`src/rtl/pmac_verify_pkg.sv`:
```
package pmac_verify_pkg;

    typedef enum logic [2:0] {
        VS_RESET    = 3'd0,
        VS_SEND     = 3'd1,
        VS_WAIT     = 3'd2,
        VS_VERIFIED = 3'd3,
        VS_FAILED   = 3'd4
    } vfy_state_e;

    typedef struct packed {
        logic fail;
        logic rerr;
        logic verr;
    } vfy_flags_t;

endpackage

```
`src/rtl/pmac_vfy_timer.sv`:
```
module pmac_vfy_timer #(
    parameter int CNT_W = 21
) (
    input  logic             clk,
    input  logic             rst_n,
    input  logic             load_i,
    input  logic             run_i,
    input  logic [CNT_W-1:0] init_i,
    output logic             expire_o
);

    logic [CNT_W-1:0] cnt_q;

    // A count of 0 or 1 means the current cycle is the last one of the wait
    assign expire_o = (cnt_q[CNT_W-1:1] == '0);

    always_ff @(posedge clk or negedge rst_n) begin
        if (!rst_n) begin
            cnt_q <= '0;
        end else if (load_i) begin
            cnt_q <= init_i;
        end else if (run_i && !expire_o) begin
            cnt_q <= cnt_q - 1'b1;
        end
    end

endmodule

```
`src/rtl/pmac_vfy_flags.sv`:
```
module pmac_vfy_flags
    import pmac_verify_pkg::*;
(
    input  logic       clk,
    input  logic       rst_n,
    input  logic       clr_i,
    input  vfy_flags_t set_i,
    output vfy_flags_t flags_o
);

    vfy_flags_t flags_q;

    always_ff @(posedge clk or negedge rst_n) begin
        if (!rst_n) begin
            flags_q <= '0;
        end else if (clr_i) begin
            flags_q <= '0;
        end else begin
            flags_q <= flags_q | set_i;
        end
    end

    assign flags_o = flags_q;

endmodule

```
`src/rtl/pmac_vfy_mask.sv`:
```
module pmac_vfy_mask #(
    parameter int TC_NUM = 8
) (
    input  logic              open_i,
    input  logic [TC_NUM-1:0] mask_i,
    output logic [TC_NUM-1:0] mask_o
);

    for (genvar b = 0; b < TC_NUM; b++) begin : g_bit
        assign mask_o[b] = mask_i[b] & open_i;
    end

endmodule

```
`src/rtl/pmac_verify_fsm.sv`:
```
module pmac_verify_fsm
    import pmac_verify_pkg::*;
#(
    parameter int CNT_W     = 21,
    parameter int MAX_TRIES = 3,
    parameter int TC_NUM    = 8
) (
    input  logic              clk,
    input  logic              rst_n,
    input  logic              link_fail_i,
    input  logic              verify_off_i,
    input  logic [CNT_W-1:0]  timeout_i,
    input  logic              resp_rx_i,
    input  logic              err_rx_i,
    input  logic [TC_NUM-1:0] pmask_i,
    output logic              verify_req_o,
    output logic              verified_o,
    output logic              verify_fail_o,
    output logic              resp_err_o,
    output logic              verify_err_o,
    output logic [TC_NUM-1:0] pmask_o
);

    localparam int              TRY_W    = $clog2(MAX_TRIES + 1);
    localparam logic [TRY_W-1:0] TRY_LAST = TRY_W'(MAX_TRIES);

    vfy_state_e       st_q, st_d;
    logic             lf_q;
    logic [TRY_W-1:0] tries_q;
    logic             expire;
    logic             awaiting;
    logic             start;
    vfy_flags_t       flag_set, flag_q;

    assign awaiting = (st_q == VS_WAIT) && !verify_off_i;
    assign start    = lf_q && !link_fail_i && !verify_off_i;

    // Next-state decision
    always_comb begin
        st_d = st_q;
        if (link_fail_i || verify_off_i) begin
            st_d = VS_RESET;
        end else begin
            unique case (st_q)
                VS_RESET:    if (start) st_d = VS_SEND;
                VS_SEND:     st_d = VS_WAIT;
                VS_WAIT: begin
                    if (resp_rx_i)      st_d = VS_VERIFIED;
                    else if (err_rx_i)  st_d = VS_FAILED;
                    else if (expire)    st_d = (tries_q == TRY_LAST) ? VS_FAILED : VS_SEND;
                end
                VS_VERIFIED: st_d = VS_VERIFIED;
                VS_FAILED:   st_d = VS_FAILED;
                default:     st_d = VS_RESET;
            endcase
        end
    end

    // State register, link-fail history and try counter
    always_ff @(posedge clk or negedge rst_n) begin
        if (!rst_n) begin
            st_q    <= VS_RESET;
            lf_q    <= 1'b0;
            tries_q <= '0;
        end else begin
            st_q <= st_d;
            lf_q <= link_fail_i;
            if (st_q == VS_RESET)     tries_q <= '0;
            else if (st_q == VS_SEND) tries_q <= tries_q + 1'b1;
        end
    end

    // Sticky status set conditions
    always_comb begin
        flag_set.fail = awaiting && !resp_rx_i && !err_rx_i && expire && (tries_q == TRY_LAST);
        flag_set.verr = awaiting && !resp_rx_i && err_rx_i;
        flag_set.rerr = resp_rx_i && !awaiting;
    end

    pmac_vfy_timer #(.CNT_W(CNT_W)) u_timer (
        .clk      (clk),
        .rst_n    (rst_n),
        .load_i   (st_q == VS_SEND),
        .run_i    (awaiting),
        .init_i   (timeout_i),
        .expire_o (expire)
    );

    pmac_vfy_flags u_flags (
        .clk     (clk),
        .rst_n   (rst_n),
        .clr_i   (link_fail_i),
        .set_i   (flag_set),
        .flags_o (flag_q)
    );

    pmac_vfy_mask #(.TC_NUM(TC_NUM)) u_mask (
        .open_i (verify_off_i || (st_q == VS_VERIFIED)),
        .mask_i (pmask_i),
        .mask_o (pmask_o)
    );

    // Outputs
    always_comb begin
        verify_req_o  = (st_q == VS_SEND);
        verified_o    = (st_q == VS_VERIFIED);
        verify_fail_o = flag_q.fail;
        resp_err_o    = flag_q.rerr;
        verify_err_o  = flag_q.verr;
    end

endmodule

```
`config.mk`:
```
export PLATFORM = sky130hd
export DESIGN_NAME = pmac_verify_fsm
export DESIGN_NICKNAME = d
export VERILOG_FILES = /design/src/rtl/pmac_verify_pkg.sv /design/src/rtl/pmac_vfy_timer.sv /design/src/rtl/pmac_vfy_flags.sv /design/src/rtl/pmac_vfy_mask.sv /design/src/rtl/pmac_verify_fsm.sv
export SDC_FILE = /design/constraint.sdc
export NUM_CORES = 1
export LEC_CHECK = 0
export ABC_AREA = 1
export BUFFER_PORTS_ARGS = -buffer_cell sky130_fd_sc_hd__buf_2
export CORE_MARGIN = 2
export CORE_UTILIZATION = 49
export DETAILED_ROUTE_END_ITERATION = 8
export PLACE_DENSITY = 0.76
export SYNTH_ARGS = -nofsm -noshare
export SYNTH_HDL_FRONTEND = slang
export SYNTH_HIERARCHICAL = 1
export SYNTH_SLANG_ARGS = --single-unit
```
`constraint.sdc`:
```
create_clock -name clk -period 1.57 [get_ports clk]
set_clock_uncertainty 0.15 [all_clocks]
set_input_delay 0.0785 -clock clk [delete_from_list [all_inputs] [get_ports clk]]
set_output_delay 0.0785 -clock clk [all_outputs]
set_load 0.03 [all_outputs]
```
==> key figures <==
Outcome
  • Status: finished with violations
  • Violated checks: setup timing

Synthesis
  • Distinct cells, synth: 31
  • Synth Cell Area: 2195 um2
  • Area fraction of the dominant cell type after synthesis: 34.21%
  • Syn. warnings: 6
  • Synth async-reset ratio: 100.0%
  • Top FF cell, synth: dfrtp_1
  • EDFF count, synth: 0
  • Syn nets: 348
  • Ranking of synthesized cells by area: dfrtp_1, nand2_1, nand3_1, nor2_1, inv_1
  • #FFs+latches synth: 30
  • Leading area contributor after synthesis: dfrtp_1
  • Syn avg cell area: 7.057 um2
  • Register area share after synthesis: 34.21%
  • Synth Instances: 311

Placed design
  • PortBufs: 47
  • DPL Wire Length: 4.150 mm
  • Post-place instance area: 2769 um2
  • Dpl cells: 441
  • Routability Congestion: 0.8860

Pwr
  • P_leak: 1.975 nW
  • VDD IR-drop max: 0.8671 mV
  • Pwr Total: 3.988 mW
  • Pwr/cell area: 1052 nW/um2

Final layout
  • Final net count: 480
  • Layout cell share with drive strength beyond 1: 57.43%
  • N_diodes: 0
  • Area growth syn-to-layout: 72.63%
  • Post-route insts no fill: 496
  • Final instance area: 3789 um2

STA
  • Worst-case hold slack: 28.66 ps
  • Fin crit period: 1731 ps
  • Tcrit/Tclk final: 110.2%
  • Top achievable clock speed: 0.5779 GHz
  • Slew Limit Fails: 0
  • Setup TNS: -3112 ps
  • RSZ-0062 raised after global routing: yes
  • Final hold vios: 0
  • Setup WS post-layout: -160.6 ps
  • Final setup fails: 32
  • Slew margin rel.: 73.72%
  • Worst-margin pin slew: 394.1 ps

Global routing
  • Largest net degree at the start of global routing: 31
  • First-pass GRT wire length: 10.97 mm
  • Gr usage total: 27.83%
  • GRT overflow: 0
  • Vias in the first global route: 2387
  • Initial antenna violation count: 0

Worst setup path
  • Max incr delay on CP: 400 ps
  • CP Launch Type: flop
  • Reg2reg setup slack: -110 ps
  • WP data arrival: 1500 ps
  • Most used cell along the critical path: inv_2
  • Critical path's slowest cell: dfrtp_1
  • Reg2reg path depth: 8
  • Data required time at the worst endpoint: 1340 ps
  • Critical Path End Type: output port
  • Reg-to-reg startpoint: u_timer/cnt_q[8]
  • Crit Path Class: flop to output port
  • CP Cell Sequence: inv_2 -> buf_4 -> nor3_4 -> or2_4 -> nand2_2 -> inv_2 -> buf_6
  • CP Max Fanout: 8
  • FF-to-FF End: u_timer/cnt_q[7]

Clock network
  • H-tree lvl count: 2
  • Worst-path clk slew: 70 ps
  • Root Buffer Master: clkbuf_8
  • Num CTS Buffers: 5
  • CTS tree: yes
  • Clk sink count: 30
  • Clk Latency, worst-skew pair: 300 ps
  • CTS Buffer Depth: 2

Floorplanning
  • Core Footprint: 4324 um2
  • Initial core utilization: 50.75%
  • Die span in y: 70.93 um
  • # IOs: 48
  • Die X: 70.93 um
  • Die area: 5030 um2
  • Row count: 24

Flow run
  • Total of max-cap violations: 0

Detailed routing
  • Via Count: 2758
  • First drt pass iteration count: 4
  • Drt total wl: 8.599 mm
  • Drc violations: 0
  • Via/cell ratio: 5.560
  • WL per Instance: 17.34 um
  • Final ANT Viol Nets: 0
  • 1st-iter DRT viols: 274

Min path
  • Min-Delay Path Depth: 4
  • Hold WC Path Type: primary input to flop
  • HP Start: verify_off_i
  • Worst hold endpoint: st_q[2]
[placed cells by master (no fill, tap or decap), drive strengths merged, types with 2 or more instances in the layout]
| cell type | Yosys | routed |
|---|---|---|
| or2 | 3 | 3 |
| o21ai | 10 | 10 |
| clkbuf | 3 | 7 |
| nand2 | 97 | 97 |
| dfrtp | 30 | 30 |
| buf | 5 | 108 |
| nand4 | 5 | 5 |
| nor2 | 49 | 49 |
| ha | 2 | 2 |
| nand3 | 52 | 52 |
| nor3 | 5 | 5 |
| nand3b | 2 | 2 |
| inv | 32 | 31 |
| a21oi | 3 | 3 |
| xor2 | 5 | 5 |
| dlygate4sd3 | 0 | 25 |
| xnor2 | 7 | 7 |
[worst max-delay path: cells and delay by family, from the launching register on]
| family | cells | cell delay [ps] |
|---|---|---|
| buf+inv | 4 | 390 |
| flops | 1 | 400 |
| simple gates | 3 | 410 |
[layout make-up]
type | instances | area [um2]
multi-input cells | 241 | 1668
repair buffers | 133 | 1079
flip-flops and latches | 30 | 757.0
fillers | 212 | 535.5
inverters | 32 | 128.9
clock buffers | 7 | 86.33
well taps | 52 | 65.06
clock inverters | 1 | 5.005
[registers in the layout (all words and copies together) (netlist names)]
| name | count |
|---|---|
| st_q | 3 |
| u_flags/flags_o | 3 |
| lf_q | 1 |
| u_timer/cnt_q | 21 |
| tries_q | 2 |
[how the worst max path moves through the flow]
stage / from / end
after global routing: st_q[1] / pmask_o[7]
final: st_q[1] / pmask_o[1]
after floorplan: st_q[1] / u_timer/cnt_q[7]
after CTS: st_q[0] / pmask_o[1]
after global placement: st_q[0] / u_timer/cnt_q[20]
after detailed placement: st_q[0] / u_timer/cnt_q[8]
[metal layers]
metal  part of all wire [%]  wire length, um  vias to the layer above  GRT usage (%)
met5                      0                0                        -              0
met4                    3.9              335                        0          9.015
met3                    5.9              508                       34          4.558
met2                     52             4474                      142          49.12
met1                     38             3282                     1319          34.73
li1                       -                -                     1263              -
[Yosys cell counts, types with 2 or more instances]
| cell | number |
|---|---|
| nand2_1 | 82 |
| nand3_1 | 45 |
| nor2_1 | 40 |
| dfrtp_1 | 30 |
| inv_1 | 28 |
| nand2_2 | 13 |
| o21ai_0 | 7 |
| xnor2_1 | 7 |
| nand3_2 | 6 |
| nand4_1 | 5 |
| nor2_2 | 5 |
| xor2_1 | 5 |
| inv_2 | 4 |
| nor2_4 | 4 |
| a21oi_1 | 3 |
| clkbuf_1 | 3 |
| nor3_2 | 3 |
| o21ai_2 | 3 |
| buf_2 | 2 |
| ha_1 | 2 |
| nand3b_1 | 2 |
| nor3_1 | 2 |
| or2_2 | 2 |
[kinds of logic (layout without fill, tap and decap cells)]
group	after synthesis	after routing	synth area share [%]
compound gates	14	14	3.820
xor+xnor	12	12	4.789
fa+ha+maj	2	2	1.140
buf+inv	40	173	7.981
flops	30	30	34.21
simple gates	213	213	48.06
[timing repair]
item	4_1_cts	5_1_grt
endpoints found under the setup margin	31	34
pin swaps	28	27
hold endpoints to repair	57	0
hold buffers	25	0
gates resized for setup	63	75
buffers inserted	12	11
[power breakdown]
group / leakage (nW) / switching, mW / internal (mW)
combinational: 1.55 / 1.19 / 0.988
clock: 0.0482 / 0.321 / 0.354
sequential: 0.376 / 0.202 / 0.937
total: 1.97 / 1.71 / 2.28
[through the flow]
| step | setup slack [ps] | util [%] |
|---|---|---|
| 3_3_place_gp | -54.38 | 64.03 |
| 2_1_floorplan | -78.02 | - |
| 6_report | -160.6 | 87.62 |
| 5_1_grt | -223.3 | 87.62 |
| 3_5_place_dp | -125.4 | 64.03 |
| 4_1_cts | -162.5 | 79.22 |
No activity file was read; power rests on OpenSTA's default activity.
